### config.mk
export PLATFORM = sky130hd
export DESIGN_NAME = pd_ec_ctrl
export DESIGN_NICKNAME = d
export VERILOG_FILES = /design/src/rtl/pd_ec_pkg.sv /design/src/rtl/pd_idle_lane.sv /design/src/rtl/pd_wake_gate.sv /design/src/rtl/pd_slack_guard.sv /design/src/rtl/pd_ec_ctrl.sv
export SDC_FILE = /design/constraint.sdc
export NUM_CORES = 1
export LEC_CHECK = 0
export ABC_AREA = 1
export BUFFER_PORTS_ARGS = -buffer_cell sky130_fd_sc_hd__clkbuf_2
export CORE_MARGIN = 1
export CORE_UTILIZATION = 55
export CTS_BUF_LIST = sky130_fd_sc_hd__clkbuf_8 sky130_fd_sc_hd__clkbuf_16
export DETAILED_ROUTE_END_ITERATION = 10
export HOLD_SLACK_MARGIN = 0.15
export PLACE_DENSITY_LB_ADDON = 0.1
export SYNTH_ARGS = -nofsm -noshare
export SYNTH_HDL_FRONTEND = slang
export SYNTH_SLANG_ARGS = --single-unit
### constraint.sdc
create_clock -name clk -period 12 [get_ports clk]
set_input_delay 0.6 -clock clk [delete_from_list [all_inputs] [get_ports clk]]
set_output_delay 0.6 -clock clk [all_outputs]
set_load 0.01 [all_outputs]
### src/rtl/pd_ec_pkg.sv
package pd_ec_pkg;
   // Bits needed to encode n distinct values (at least one).
   function automatic int unsigned enc_bits(input int unsigned n);
      return (n <= 2) ? 1 : $clog2(n);
   endfunction
endpackage

### src/rtl/pd_idle_lane.sv
module pd_idle_lane #(
   parameter int unsigned SW     = 2,
   parameter int unsigned IDLE_W = 16,
   parameter int unsigned DEEP   = 3
) (
   input  logic              clk,
   input  logic              rst_n,
   input  logic              access_i,
   input  logic              ec_en_i,
   input  logic [IDLE_W-1:0] thr_i,
   input  logic              wake_i,
   output logic [SW-1:0]     state_o
);
   localparam logic [SW-1:0]     DEEP_ST  = SW'(DEEP);
   localparam logic [IDLE_W-1:0] IDLE_MAX = '1;

   logic [IDLE_W-1:0] idle_q;
   logic [SW-1:0]     st_q;
   logic              demote;

   always_comb begin
      demote = ec_en_i && !access_i && (st_q != DEEP_ST) && (idle_q > thr_i);
   end

   always_ff @(posedge clk or negedge rst_n) begin
      if (!rst_n) begin
         st_q   <= '0;
         idle_q <= '0;
      end else begin
         if (wake_i)      st_q <= '0;
         else if (demote) st_q <= st_q + 1'b1;

         if (access_i || demote)   idle_q <= '0;
         else if (idle_q != IDLE_MAX) idle_q <= idle_q + 1'b1;
      end
   end

   assign state_o = st_q;
endmodule

### src/rtl/pd_wake_gate.sv
module pd_wake_gate #(
   parameter int unsigned N_DEV = 8,
   parameter int unsigned N_ST  = 4,
   parameter int unsigned SW    = 2,
   parameter int unsigned PWR_W = 10,
   parameter int unsigned TOT_W = 14
) (
   input  logic [N_DEV*SW-1:0]   state_i,
   input  logic [N_DEV-1:0]      access_i,
   input  logic [N_ST*PWR_W-1:0] pwr_i,
   input  logic [TOT_W-1:0]      budget_i,
   output logic [N_DEV-1:0]      wake_o
);
   localparam int unsigned N_ENC = 1 << SW;

   logic [PWR_W-1:0] pw [N_ENC];

   for (genvar s = 0; s < N_ENC; s++) begin : g_pw
      if (s < N_ST) begin : g_used
         assign pw[s] = pwr_i[s*PWR_W +: PWR_W];
      end else begin : g_spare
         assign pw[s] = '0;
      end
   end

   logic [TOT_W-1:0] total;
   logic [N_DEV-1:0] pick;
   logic [SW-1:0]    pick_st;
   logic             found;
   logic [TOT_W:0]   need;

   always_comb begin
      total   = '0;
      pick    = '0;
      pick_st = '0;
      found   = 1'b0;
      for (int d = 0; d < int'(N_DEV); d++) begin
         total = total + TOT_W'(pw[state_i[d*SW +: SW]]);
         if (!found && access_i[d] && (state_i[d*SW +: SW] != '0)) begin
            found   = 1'b1;
            pick[d] = 1'b1;
            pick_st = state_i[d*SW +: SW];
         end
      end
      need   = {1'b0, total} - (TOT_W+1)'(pw[pick_st]) + (TOT_W+1)'(pw[0]);
      wake_o = (found && (need <= {1'b0, budget_i})) ? pick : '0;
   end
endmodule

### src/rtl/pd_slack_guard.sv
module pd_slack_guard #(
   parameter int unsigned EPOCH_CYC = 5000000,
   parameter int unsigned FRAC_W    = 10,
   parameter int unsigned EP_W      = 23,
   parameter int unsigned SLK_W     = 25
) (
   input  logic              clk,
   input  logic              rst_n,
   input  logic [FRAC_W-1:0] frac_i,
   input  logic              wait_i,
   output logic              ec_en_o,
   output logic              wrap_o
);
   localparam logic [EP_W-1:0] EP_LAST = EP_W'(EPOCH_CYC - 1);

   logic [EP_W-1:0]          ep_q;
   logic [FRAC_W-1:0]        acc_q;
   logic signed [SLK_W-1:0]  slack_q;
   logic signed [SLK_W-1:0]  slack_nxt;
   logic [FRAC_W:0]          sum;
   logic                     ec_q;

   always_comb begin
      wrap_o    = (ep_q == EP_LAST);
      sum       = {1'b0, acc_q} + {1'b0, frac_i};
      slack_nxt = slack_q + SLK_W'(sum[FRAC_W]) - SLK_W'(wait_i);
   end

   always_ff @(posedge clk or negedge rst_n) begin
      if (!rst_n) begin
         ep_q    <= '0;
         acc_q   <= '0;
         slack_q <= '0;
         ec_q    <= 1'b1;
      end else if (wrap_o) begin
         ep_q    <= '0;
         acc_q   <= '0;
         slack_q <= '0;
         ec_q    <= 1'b1;
      end else begin
         ep_q    <= ep_q + 1'b1;
         acc_q   <= sum[FRAC_W-1:0];
         slack_q <= slack_nxt;
         if (slack_nxt[SLK_W-1]) ec_q <= 1'b0;
      end
   end

   assign ec_en_o = ec_q;
endmodule

### src/rtl/pd_ec_ctrl.sv
module pd_ec_ctrl #(
   parameter int unsigned N_DEV     = 8,
   parameter int unsigned N_ST      = 4,
   parameter int unsigned IDLE_W    = 16,
   parameter int unsigned PWR_W     = 10,
   parameter int unsigned FRAC_W    = 10,
   parameter int unsigned EPOCH_CYC = 5000000,
   localparam int unsigned SW       = pd_ec_pkg::enc_bits(N_ST),
   localparam int unsigned TOT_W    = PWR_W + pd_ec_pkg::enc_bits(N_DEV + 1),
   localparam int unsigned EP_W     = pd_ec_pkg::enc_bits(EPOCH_CYC),
   localparam int unsigned SLK_W    = EP_W + 2
) (
   input  logic                       clk,
   input  logic                       rst_n,
   input  logic [N_DEV-1:0]           access_i,
   input  logic                       wake_wait_i,
   input  logic [(N_ST-1)*IDLE_W-1:0] cfg_thr_i,
   input  logic [N_ST*PWR_W-1:0]      cfg_pwr_i,
   input  logic [TOT_W-1:0]           cfg_budget_i,
   input  logic [FRAC_W-1:0]          cfg_frac_i,
   output logic [N_DEV*SW-1:0]        dev_state_o,
   output logic                       ec_en_o
);
   localparam int unsigned N_ENC = 1 << SW;

   // Elaboration-time parameter checks
   if (N_ST < 2) begin : g_bad_nst
      $error("pd_ec_ctrl: N_ST must be at least 2");
   end
   if (N_DEV < 1) begin : g_bad_ndev
      $error("pd_ec_ctrl: N_DEV must be at least 1");
   end
   if (EPOCH_CYC < 2) begin : g_bad_epoch
      $error("pd_ec_ctrl: EPOCH_CYC must be at least 2");
   end
   if (FRAC_W < 1 || IDLE_W < 1 || PWR_W < 1) begin : g_bad_width
      $error("pd_ec_ctrl: field widths must be nonzero");
   end

   logic [IDLE_W-1:0] thr_a [N_ENC];
   logic [N_DEV-1:0]  wake;
   logic              ec_en;
   logic              ep_wrap;

   for (genvar s = 0; s < N_ENC; s++) begin : g_thr
      if (s < N_ST - 1) begin : g_prog
         assign thr_a[s] = cfg_thr_i[s*IDLE_W +: IDLE_W];
      end else begin : g_none
         assign thr_a[s] = '1;
      end
   end

   for (genvar d = 0; d < N_DEV; d++) begin : g_lane
      logic [SW-1:0] st;
      pd_idle_lane #(
         .SW     (SW),
         .IDLE_W (IDLE_W),
         .DEEP   (N_ST - 1)
      ) u_lane (
         .clk      (clk),
         .rst_n    (rst_n),
         .access_i (access_i[d]),
         .ec_en_i  (ec_en),
         .thr_i    (thr_a[st]),
         .wake_i   (wake[d]),
         .state_o  (st)
      );
      assign dev_state_o[d*SW +: SW] = st;
   end

   pd_wake_gate #(
      .N_DEV (N_DEV),
      .N_ST  (N_ST),
      .SW    (SW),
      .PWR_W (PWR_W),
      .TOT_W (TOT_W)
   ) u_gate (
      .state_i  (dev_state_o),
      .access_i (access_i),
      .pwr_i    (cfg_pwr_i),
      .budget_i (cfg_budget_i),
      .wake_o   (wake)
   );

   pd_slack_guard #(
      .EPOCH_CYC (EPOCH_CYC),
      .FRAC_W    (FRAC_W),
      .EP_W      (EP_W),
      .SLK_W     (SLK_W)
   ) u_slack (
      .clk     (clk),
      .rst_n   (rst_n),
      .frac_i  (cfg_frac_i),
      .wait_i  (wake_wait_i),
      .ec_en_o (ec_en),
      .wrap_o  (ep_wrap)
   );

   assign ec_en_o = ec_en;
endmodule

==> results of run 1 <==
==> flip-flops by register name, indices dropped and copies added, names as in the netlist <==
register and count:
g_lane.u_lane.idle_q 128, g_lane.u_lane.state_o 16, u_slack.acc_q 10, u_slack.ec_en_o 1
u_slack.ep_q 23, u_slack.slack_q 25
==> per-stage QoR <==
step / utilization [%] / area (sq um) / worst slack, ns
finish: 60.46 / 25420 / 2.053
global route: 60.46 / 25420 / 1.313
floorplan: - / 23530 / 3.624
global placement: 58.25 / 24490 / 2.486
detailed placement: 58.25 / 24490 / 2.269
CTS: 60.45 / 25410 / 2.228
==> cell type report <==
type                    instances  area (sq um)
fillers                      4034         16620
multi-input cells            2671         16170
flip-flops and latches        203          5082
inverters                     459          1723
repair buffers                158         849.6
clock buffers                  33         747.0
well taps                     539         674.4
clock inverters                14         167.7
diodes                          1         2.502
==> cells by family (layout without fill, tap and decap cells) <==
| group | after synthesis | in the layout | share of synthesized area, % |
|---|---|---|---|
| adder cells (fa/ha/maj) | 305 | 305 | 18.16 |
| multiplexers | 1 | 1 | 0.04253 |
| other | 0 | 1 | 0 |
| flip-flops | 203 | 203 | 21.59 |
| buffers and inverters | 597 | 664 | 9.697 |
| XOR/XNOR | 119 | 119 | 4.429 |
| AND/OR/NAND/NOR | 1192 | 1192 | 22.40 |
| AO/OA/AOI/OAI | 1054 | 1054 | 23.67 |
==> placed cells by master, fill, tap and decap left out, types with 3 or more instances in the layout <==
cell / instances
nand2_1: 575
a21oi_1: 496
inv_1: 450
o21ai_0: 442
ha_1: 244
nor2_1: 208
dfrtp_1: 201
nand3_1: 180
clkbuf_2: 138
xor2_1: 88
nor3_1: 84
fa_1: 61
nand4_1: 55
a22oi_1: 39
nor4_1: 37
xnor2_1: 31
clkbuf_16: 26
buf_4: 18
o21bai_1: 15
a211oi_1: 11
nand2_2: 10
a21o_1: 10
inv_2: 9
o21ai_1: 9
nor2_4: 8
clkbuf_8: 8
o21a_1: 7
or2_2: 6
nor2_2: 5
clkinv_2: 5
o2111ai_1: 4
clkinv_1: 4
nor3_2: 4
nand3b_1: 4
nor3b_1: 4
nand3_2: 3
a31oi_1: 3
o211a_1: 3
o31ai_1: 3
bufinv_16: 3
==> timing repair <==
item                                   CTS  global route
setup buffers                            0             0
hold buffers                             1             0
endpoints found under the hold margin   76             0
==> layer usage <==
layer | vias to the layer above | track usage, % | routed length [um]
li1 | 11890 | - | -
met1 | 11570 | 50.60 | 34620
met2 | 1253 | 60.55 | 36690
met3 | 320 | 7.965 | 8499
met4 | 2 | 16.66 | 4206
met5 | - | 0 | 19
==> worst min-delay path: cells and delay by family <==
family / cells / cell delay, ns
buffers and inverters: 2 / 0.12
AND/OR/NAND/NOR: 1 / 0.05
adder cells (fa/ha/maj): 1 / 0.13
==> worst paths after layout <==
path,end,slack [ns],cells past startpoint
min in group asynchronous,g_lane[0].u_lane.idle_q[6]$_DFFE_PN0P_,0.66,2
max,g_lane[7].u_lane.state_o[0]$_DFFE_PN0P_,2.05,45
min,u_slack.acc_q[0]$_DFF_PN0_,0.37,4
max in group asynchronous,u_slack.ep_q[0]$_DFF_PN0_,9.25,4
max reg2reg,g_lane[7].u_lane.state_o[0]$_DFFE_PN0P_,2.05,45
min reg2reg,u_slack.ep_q[2]$_DFF_PN0_,0.49,1
==> results.txt, run 1 <==
----------------------------------------------------
[Status]
  Result of the run ... finished clean

[Global route]
  Overall track demand over capacity in global routing ... 38.31%
  Global-route wire length before repair ... 131100 um
  Via count of the first global-routing pass ... around 24000
  Initial antenna violation count ... 2
  Aggregate global routing overflow ... 0
  Largest net degree at the start of global routing ... 85

[Die]
  Horiz. Die Dim ... between 200 and 250 um
  Die Outline Area ... ~44000 sq um
  Placement row count ... 75
  Boundary pin count ... 140
  Height of the die ... around 210 um
  Area inside the core boundary ... 42040 sq um
  Starting density of the core ... between 50 and 60%

[Synthesis]
  Number of storage elements in the synthesis netlist ... between 200 and 250
  Top cell types by occurrence after synthesis ... nand2_1 (575), a21oi_1 (496), inv_1 (446)
  Count of unique library cells instantiated by Yosys ... 57
  Async set-or-reset flop fraction in the synthesized netlist ... between 90% and 100%
  Nets in the synthesized netlist ... 3899
  Post-synthesis instance total ... ~3500
  Area fraction of the dominant cell type after synthesis ... 21.48%
  Count of flip-flops with a built-in enable after synthesis ... 0
  Prevailing post-synth register cell ... dfrtp_1
  Post-Syn Area ... 23530 sq um
  Sequential share of the synthesized area ... 21.59%
  Warnings from Yosys ... 0
  Area contributors post-synth ... dfrtp_1 (21%), ha_1 (13%), a21oi_1 (11%)
  Mean area per synthesized cell ... 6.780 sq um
  Cell accounting for the most synthesized area ... dfrtp_1
  Most instantiated library cell after synthesis ... nand2_1

[Flow run]
  Max-Cap Viols ... 0

[Setup path]
  Worst path max stage delay ... between 0.8 and 0.9 ns
  Crit path launch ... g_lane[0].u_lane.state_o[1]$_DFFE_PN0P_
  Arrival @ worst endpoint ... 10.39 ns
  Setup crit end kind ... flip-flop
  Critical register-to-register path startpoint ... g_lane[0].u_lane.state_o[1]$_DFFE_PN0P_
  Slowest stage cell, crit path ... dfrtp_1
  Required time of the critical path ... 12.44 ns
  Top Family by Delay on Critical Path ... adder cells
  Cell with the most instances on the worst path ... nand2_1
  Crit Path Max Fanout ... 22
  Total buffers and inverters traversed by the critical path ... 6
  Element type at the critical path start ... flip-flop
  Setup Crit Path Kind ... reg2reg

[STA]
  Minimum hold slack ... 0.3659 ns
  Number of setup violations in the final report ... 0
  Unrepaired setup endpoints after global routing ... false
  F_max ... 100.5 MHz
  Worst Tran Pin Value ... 1.072 ns
  Max-slew headroom ... 28.38%
  Final Skew ... ~0.025 ns
  Post-route fraction of the period consumed by the critical path ... 82.89%
  Minimum clock period ... 9.947 ns
  Sum of negative setup slack ... 0 ns
  Max-slew violation count ... 0
  Fin. Hold Viols ... 0

[Clock network]
  Number of clock sinks seen by CTS ... 203
  Resized Gates After CTS ... 0
  TritonCTS clock tree ... done
  Skew-Pair Late Insertion Delay ... 0.57 ns
  Clock-pin slew reported for the worst setup and hold paths after clock tree synthesis ... 0.06 ns
  H-tree depth reported by CTS ... 1
  Clk buf depth ... 3
  Clk Tree Root Cell ... clkbuf_16
  Number of buffers added by the clock tree synthesis step ... 26

[Place]
  Number of placed cells counting well taps ... 4029
  Routability Congestion ... 1.028
  DPL Wire Length ... approximately 62000 um
  Port bufs ... 139

[Cells and area]
  Number of nets in the final layout ... 3947
  Layout Cells excl Fill ... ~4100
  Layout cell share with drive strength beyond 1 ... 7.207%
  Area overhead of the layout relative to synthesis ... 8.002%

[Detailed routing]
  Detailed-route wire length per cell ... 20.61 um
  DR vias ... 25040
  Via density per instance ... 6.140
  Remaining number of nets flagged by the antenna check after routing ... 0
  Number of search-and-repair iterations in the first detailed-routing pass ... 6
  Residual DRC ... 0
  Violation count after the first detailed-route iteration ... 2958
  Total wire length ... ~84000 um

[Hold path]
  Type of the worst min-delay path ... in2reg
  Hold_sp ... cfg_frac_i[0]

----------------------------------------------------
Power of run 1 is left out: the tool's default activity adds up to more than one toggle a clock period on the data nets, which glitch-free logic cannot reach.
==> run 2: changes to the inputs <==
--- a/config.mk
+++ b/config.mk
@@ -5,7 +5,7 @@
 export SDC_FILE = /design/constraint.sdc
 export NUM_CORES = 1
 export LEC_CHECK = 0
-export ABC_AREA = 1
+export ABC_AREA = 0
 export BUFFER_PORTS_ARGS = -buffer_cell sky130_fd_sc_hd__clkbuf_2
 export CORE_MARGIN = 1
 export CORE_UTILIZATION = 55
==> constraint.sdc (replaced) <==
create_clock -name clk -period 9.2 [get_ports clk]
set_input_delay 0.46 -clock clk [delete_from_list [all_inputs] [get_ports clk]]
set_output_delay 0.46 -clock clk [all_outputs]
set_load 0.01 [all_outputs]
==> results.txt, run 2 <==
----------------------------------------------------
[Flow run]
  Max-Cap Viols ... 0 (unchanged)

[Setup path]
  Worst path max stage delay ... 0.57 ns (-0.30 ns)
  Element type at the critical path start ... flip-flop
  Slowest stage cell, crit path ... fa_1
  Required time of the critical path ... 9.61 ns (-2.83 ns)
  Crit Path Max Fanout ... 8 (-64%)
  Top Family by Delay on Critical Path ... adder cells
  Total buffers and inverters traversed by the critical path ... 5 (-1)
  Arrival @ worst endpoint ... 9.32 ns (-1.07 ns)
  Cell with the most instances on the worst path ... fa_1
  Reg2Reg Setup Slack ... 0.29 ns (-1.76 ns)
  Setup Crit Path Kind ... reg2reg
  Setup crit end kind ... flip-flop

[Synthesis]
  Area share of xor/xnor cells in the synthesized design ... 7.283% (+2.9 points)
  Adder and majority cell fraction of the synthesized area ... 19.53% (+1.4 points)
  Async set-or-reset flop fraction in the synthesized netlist ... 100.0% (unchanged)
  Warnings from Yosys ... 0 (unchanged)
  Synthesized-area fraction occupied by and/or/nand/nor cells ... 14.63% (-7.8 points)
  Combinational family with the most area after synthesis ... adder cells
  Count of unique library cells instantiated by Yosys ... 71 (+25%)
  Most instantiated library cell after synthesis ... nor2_1
  Multiplexer area fraction after synthesis ... 17.02% (+17 points)
  Mean area per synthesized cell ... 9.326 sq um (+38%)
  Number of storage elements in the synthesis netlist ... 203 (unchanged)
  Nets in the synthesized netlist ... 2775 (-29%)
  Area fraction of the dominant cell type after synthesis ... 23.09% (+1.6 points)
  Synth Area in Compound Gates ... 12.99% (-11 points)
  Cell accounting for the most synthesized area ... dfrtp_1
  Area contributors post-synth ... dfrtp_1 (23%), ha_1 (14%), mux4_2 (8.2%)
  Post-synthesis instance total ... 2347 (-32%)
  Sequential share of the synthesized area ... 23.22% (+1.6 points)
  Top cell types by occurrence after synthesis ... nor2_1 (247), ha_1 (244), dfrtp_1 (202), inv_1 (202), mux2_2 (127)
  Post-Syn Area ... 21890 sq um (-7.0%)
  Prevailing post-synth register cell ... dfrtp_1
  Count of flip-flops with a built-in enable after synthesis ... 0 (unchanged)

[Detailed routing]
  Residual DRC ... 0 (unchanged)
  Violation count after the first detailed-route iteration ... 1549 (-48%)
  Total wire length ... 63070 um (-25%)
  Remaining number of nets flagged by the antenna check after routing ... 0 (unchanged)
  DR vias ... 18660 (-25%)
  Number of search-and-repair iterations in the first detailed-routing pass ... 7 (+1)
  Via density per instance ... 6.248 (+1.8%)
  Detailed-route wire length per cell ... 21.12 um (+2.5%)

[Cells and area]
  Most frequent standard cell in the layout excluding fill and tap cells ... nor2_1
  Number of nets in the final layout ... 2878 (-27%)
  Most flop-heavy register ... g_lane.u_lane.idle_q
  Most frequent cells in the layout ... nor2_1 (246), ha_1 (241), inv_1 (210)
  # fillers ... 3378 (-16%)
  Layout cell share with drive strength beyond 1 ... 18.85% (+12 points)
  Largest registers ... g_lane.u_lane.idle_q (128), u_slack.slack_q (25), u_slack.ep_q (23)
  Max FFs per register ... 128 (unchanged)
  Area overhead of the layout relative to synthesis ... 10.16%
  Utilization after layout ... 61.95% (+1.5 points)
  Final standard cell area without fillers ... 24110 sq um (-5.1%)

[Die]
  Boundary pin count ... 140 (unchanged)
  Area inside the core boundary ... 38920 sq um (-7.4%)
  Height of the die ... 201.5 um (-3.5%)
  Horiz. Die Dim ... 201.5 um (-3.5%)
  Die Outline Area ... 40600 sq um (-6.9%)
  Starting density of the core ... 56.24% (+0.26 points)
  Placement row count ... 72 (-4.0%)

[STA]
  Minimum clock period ... 8.907 ns (-1.040 ns)
  Worst Tran Pin Value ... 1.036 ns (-0.03565 ns)
  Post-route fraction of the period consumed by the critical path ... 96.81% (+14 points)
  Final Skew ... 0.01321 ns (-0.01218 ns)
  Sum of negative setup slack ... 0 ns (unchanged)
  Fin. Hold Viols ... 0 (unchanged)
  F_max ... 112.3 MHz (+12%)
  Max-slew violation count ... 0 (unchanged)
  Number of setup violations in the final report ... 0 (unchanged)
  Max-slew headroom ... 30.03% (+1.6 points)

[Global route]
  Via count of the first global-routing pass ... 17960 (-24%)
  GR Layer Usage met1 ... 43.03% (-7.6 points)
  Overall track demand over capacity in global routing ... 31.04% (-7.3 points)
  Global-route wire length before repair ... 99270 um (-24%)
  Global-route track usage on met2 ... 47.64% (-13 points)
  Initial antenna violation count ... 1 (-1)
  Met3 usage ... 6.220% (-1.7 points)
  Largest net degree at the start of global routing ... 75 (-12%)
  Aggregate global routing overflow ... 0 (unchanged)
  Global-route layer with the greatest usage ... met2

[Clock network]
  Number of clock sinks seen by CTS ... 203 (unchanged)
  Clock-pin slew reported for the worst setup and hold paths after clock tree synthesis ... 0.06 ns (about the same)
  Clk buf depth ... 3 (unchanged)
  Skew-Pair Late Insertion Delay ... 0.56 ns (about the same)
  Clk Tree Root Cell ... clkbuf_16
  Number of buffers added by the clock tree synthesis step ... 25 (-3.8%)
  H-tree depth reported by CTS ... 1 (unchanged)
  TritonCTS clock tree ... done

[Place]
  Routability Congestion ... 1.030 (+0.25%)
  Port bufs ... 139 (unchanged)
  DPL Wire Length ... 46520 um (-25%)
  DP Area ... 23080 sq um (-5.8%)

[Status]
  Result of the run ... finished clean

[Hold path]
  Type of the worst min-delay path ... in2reg

----------------------------------------------------
[run 2: logic make-up after synthesis]
logic type,Yosys count
muxes,256
DFF,203
xor gates and xnor gates,182
buffers and inverters,305
AOI/OAI and AO/OA,440
and+or+nand+nor,656
adders and majority gates,305
[run 2: what timing repair did]
item | in CTS | in global routing
gates resized for setup | 1 | 28
gates cloned | 0 | 1
pin swaps | 0 | 6
endpoints found under the setup margin | 4 | 16
setup buffers | 0 | 8
hold buffers | 1 | 0
endpoints found under the hold margin | 55 | 0
[run 2: worst paths after layout]
| check | to | start | cells after the start |
|---|---|---|---|
| min in group asynchronous | u_slack.ep_q[13]$_DFF_PN0_ | rst_n | 2 |
| max | g_lane[1].u_lane.state_o[1]$_DFFE_PN0P_ | g_lane[1].u_lane.state_o[1]$_DFFE_PN0P_ | 38 |
| min | u_slack.acc_q[0]$_DFF_PN0_ | cfg_frac_i[0] | 3 |
| max in group asynchronous | g_lane[1].u_lane.state_o[0]$_DFFE_PN0P_ | rst_n | 3 |
| max reg2reg | g_lane[1].u_lane.state_o[1]$_DFFE_PN0P_ | g_lane[1].u_lane.state_o[1]$_DFFE_PN0P_ | 38 |
| min reg2reg | u_slack.ep_q[0]$_DFF_PN0_ | u_slack.ep_q[0]$_DFF_PN0_ | 1 |
[run 2: cell type report]
type | count | area [sq um] | area share, %
flip-flops and latches | 203 | 5084 | 21.08
inverters | 202 | 758.2 | 3.145
well taps | 518 | 648.1 | 2.688
repair buffers | 179 | 1057 | 4.385
clock buffers | 30 | 694.4 | 2.880
clock inverters | 14 | 81.33 | 0.3373
multi-input cells | 1839 | 15790 | 65.47
diodes | 1 | 2.502 | 0.01038
[run 2: per-layer routing]
metal | vias to the layer above | routed length [um] | part of all wire [%]
li1 | 8682 | - | -
met3 | 166 | 5634 | 8.9
met4 | 0 | 2633 | 4.2
met2 | 746 | 28160 | 45
met5 | - | 0 | 0
met1 | 9063 | 26640 | 42
[run 2: worst register-to-register path: cells and delay by family (launching register included)]
kind                       cells  cell delay (ns)
muxes                          2             0.71
AOI/OAI and AO/OA             10             1.79
DFF                            1             0.41
adders and majority gates     10             4.14
and+or+nand+nor                8             0.83
buffers and inverters          5             0.46
xor gates and xnor gates       3             0.43
[run 2: stage by stage]
stage	worst slack, ns	cells	hold slack [ns]
finish	0.2931	2986	0.2570
global route	-0.1018	2985	0.2806
CTS	0.01333	2976	0.2438
detailed placement	-0.04331	2931	0.4674
global placement	0.1197	2931	0.4618
floorplan	0.05458	2347	0.1644
Power of run 2 is left out for the same reason.
==> run 3: changes to the inputs <==
--- a/config.mk
+++ b/config.mk
@@ -6,7 +6,7 @@
 export NUM_CORES = 1
 export LEC_CHECK = 0
 export ABC_AREA = 0
-export BUFFER_PORTS_ARGS = -buffer_cell sky130_fd_sc_hd__clkbuf_2
+export BUFFER_PORTS_ARGS = -buffer_cell sky130_fd_sc_hd__buf_2
 export CORE_MARGIN = 1
 export CORE_UTILIZATION = 55
 export CTS_BUF_LIST = sky130_fd_sc_hd__clkbuf_8 sky130_fd_sc_hd__clkbuf_16
==> results.txt, run 3 (synthesis gave the netlist of run 2 again) <==
----------------------------------------------------
[Status]
  Result of the run ... finished clean

[Setup path]
  Element type at the critical path start ... flip-flop
  Arrival @ worst endpoint ... 9.25 ns (-0.07 ns)
  Cell with the most instances on the worst path ... fa_1
  Destination of the worst register-to-register timing path ... g_lane[7].u_lane.state_o[0]$_DFFE_PN0P_
  Setup Crit Path Kind ... reg2reg
  Worst Reg2Reg Path Length in Cells ... 35 (-7.9%)
  Reg2Reg Setup Slack ... 0.36 ns (+0.06 ns)
  Top Family by Delay on Critical Path ... adder cells
  Crit path launch ... g_lane[1].u_lane.state_o[0]$_DFFE_PN0P_
  Setup crit end kind ... flip-flop
  Critical register-to-register path startpoint ... g_lane[1].u_lane.state_o[0]$_DFFE_PN0P_
  Total buffers and inverters traversed by the critical path ... 5 (unchanged)
  Required time of the critical path ... 9.60 ns (about the same)
  Crit Path Max Fanout ... 8 (unchanged)
  Slowest stage cell, crit path ... fa_1
  Worst path max stage delay ... 0.56 ns (about the same)

[Cells and area]
  Largest registers ... g_lane.u_lane.idle_q (128), u_slack.slack_q (25), u_slack.ep_q (23)
  Max FFs per register ... 128 (unchanged)
  Most flop-heavy register ... g_lane.u_lane.idle_q
  Layout cell share with drive strength beyond 1 ... 19.22% (+0.37 points)
  # fillers ... 3377 (-0.030%)
  Most frequent cells in the layout ... nor2_1 (246), ha_1 (240), inv_1 (204)
  Number of nets in the final layout ... 2879 (+0.035%)
  Most frequent standard cell in the layout excluding fill and tap cells ... nor2_1
  Area overhead of the layout relative to synthesis ... 10.67%

[STA]
  Minimum clock period ... 8.844 ns (-0.06269 ns)
  Max-slew violation count ... 0 (unchanged)
  Post-route fraction of the period consumed by the critical path ... 96.13% (-0.68 points)
  Minimum hold slack ... 0.2588 ns (+0.001768 ns)
  Max-slew headroom ... 37.07% (+7.0 points)
  Final Skew ... 0.02065 ns (+0.007444 ns)
  Worst Tran Pin Value ... 0.9318 ns (-0.1043 ns)
  Fin. Hold Viols ... 0 (unchanged)
  Sum of negative setup slack ... 0 ns (unchanged)
  F_max ... 113.1 MHz (+0.71%)
  Number of setup violations in the final report ... 0 (unchanged)

[Clock network]
  Clk buf depth ... 3 (unchanged)
  TritonCTS clock tree ... done
  Number of clock sinks seen by CTS ... 203 (unchanged)
  Clk Tree Root Cell ... clkbuf_16
  Number of buffers added by the clock tree synthesis step ... 26 (+4.0%)
  H-tree depth reported by CTS ... 1 (unchanged)
  Skew-Pair Late Insertion Delay ... 0.56 ns (about the same)
  Clock-pin slew reported for the worst setup and hold paths after clock tree synthesis ... 0.06 ns (about the same)

[Detailed routing]
  Via density per instance ... 6.229 (-0.30%)
  DR vias ... 18640 (-0.070%)
  Number of search-and-repair iterations in the first detailed-routing pass ... 6 (-1)
  Total wire length ... 62970 um (-0.16%)
  Detailed-route wire length per cell ... 21.04 um (-0.39%)
  Violation count after the first detailed-route iteration ... 1381 (-11%)
  Residual DRC ... 0 (unchanged)
  Remaining number of nets flagged by the antenna check after routing ... 0 (unchanged)

[Global route]
  Global-route layer with the greatest usage ... met2
  Overall track demand over capacity in global routing ... 31.14% (+0.10 points)
  Global-route wire length before repair ... 100100 um (+0.79%)
  Global-route track usage on met2 ... 49.82% (+2.2 points)
  GR Layer Usage met1 ... 42.67% (-0.37 points)
  Initial antenna violation count ... 4 (+3)
  Met3 usage ... 5.653% (-0.57 points)
  Largest net degree at the start of global routing ... 70 (-6.7%)
  Aggregate global routing overflow ... 0 (unchanged)
  Via count of the first global-routing pass ... 18400 (+2.4%)

[Hold path]
  WHS Path Cells ... 3 (unchanged)
  Type of the worst min-delay path ... in2reg
  Hold_sp ... cfg_frac_i[0]
  Worst min-delay path endpoint ... u_slack.acc_q[0]$_DFF_PN0_

[Die]
  Area inside the core boundary ... 38920 sq um (unchanged)
  Height of the die ... 201.5 um (unchanged)
  Horiz. Die Dim ... 201.5 um (unchanged)
  Boundary pin count ... 140 (unchanged)
  Placement row count ... 72 (unchanged)
  Die Outline Area ... 40600 sq um (unchanged)
  Starting density of the core ... 56.24% (unchanged)

[Place]
  Routability Congestion ... 0.9667 (-6.2%)
  Port bufs ... 139 (unchanged)
  DPL Wire Length ... 47220 um (+1.5%)

[Flow run]
  Max-Cap Viols ... 0 (unchanged)

----------------------------------------------------
[run 3: changes by cell type in the layout (fill, tap and decap cells not counted), moves of 2 or more]
cell and delta:
buf_2 +138, bufinv_16 +2, clkbuf_2 -138, clkbuf_8 -2
clkinv_2 +2, clkinvlp_4 +3, diode_2 +3, inv_1 -6
inv_6 +3
[run 3: layer usage]
layer,vias to the layer above,wire length (um)
met5,-,28
met4,4,2362
met3,166,4884
met2,706,28750
met1,9077,26950
li1,8691,-
[run 3: cell type report]
type | instances | area, sq um | area share, %
tap | 518 | 648.1 | 2.676
inverter | 202 | 758.2 | 3.130
multi-input combinational | 1839 | 15780 | 65.13
timing repair buffer | 179 | 1056 | 4.360
clock inverter | 19 | 196.4 | 0.8110
clock buffer | 29 | 691.9 | 2.857
antenna | 4 | 10.01 | 0.04132
sequential | 203 | 5085 | 20.99
[run 3: per-stage QoR]
| step | area (sq um) | cells | utilization, % | setup WS (ns) |
|---|---|---|---|---|
| final | 24220 | 2993 | 62.24 | 0.3558 |
| after global routing | 24210 | 2989 | 62.21 | -0.01144 |
| after CTS | 23980 | 2981 | 61.62 | 0.1238 |
| after detailed placement | 23080 | 2932 | 59.31 | 0.06154 |
| after global placement | 23080 | 2932 | 59.31 | 0.1365 |
| after floorplan | 21890 | 2347 | - | 0.05458 |
[run 3: how the worst max path moves through the flow]
stage,cells after the start,slack [ns],end
global route,37,-0.01,g_lane[1].u_lane.state_o[1]$_DFFE_PN0P_
CTS,35,0.12,g_lane[3].u_lane.state_o[0]$_DFFE_PN0P_
floorplan,37,0.05,g_lane[3].u_lane.state_o[0]$_DFFE_PN0P_
detailed placement,37,0.06,g_lane[3].u_lane.state_o[1]$_DFFE_PN0P_
finish,35,0.36,g_lane[7].u_lane.state_o[0]$_DFFE_PN0P_
global placement,37,0.14,g_lane[3].u_lane.state_o[1]$_DFFE_PN0P_
[run 3: tightest hold or removal path: cells and delay by family]
| kind | cells | cell delay (ns) |
|---|---|---|
| adders and majority gates | 1 | 0.11 |
| buffers and inverters | 1 | 0.08 |
| and+or+nand+nor | 1 | 0.12 |
[run 3: what timing repair did]
action | 4_1_cts | 5_1_grt
endpoints found under the hold margin | 67 | 0
hold buffers | 1 | 0
gates resized for setup | 0 | 30
endpoints found under the setup margin | 0 | 16
setup buffers | 0 | 7
Power of run 3 is left out for the same reason.
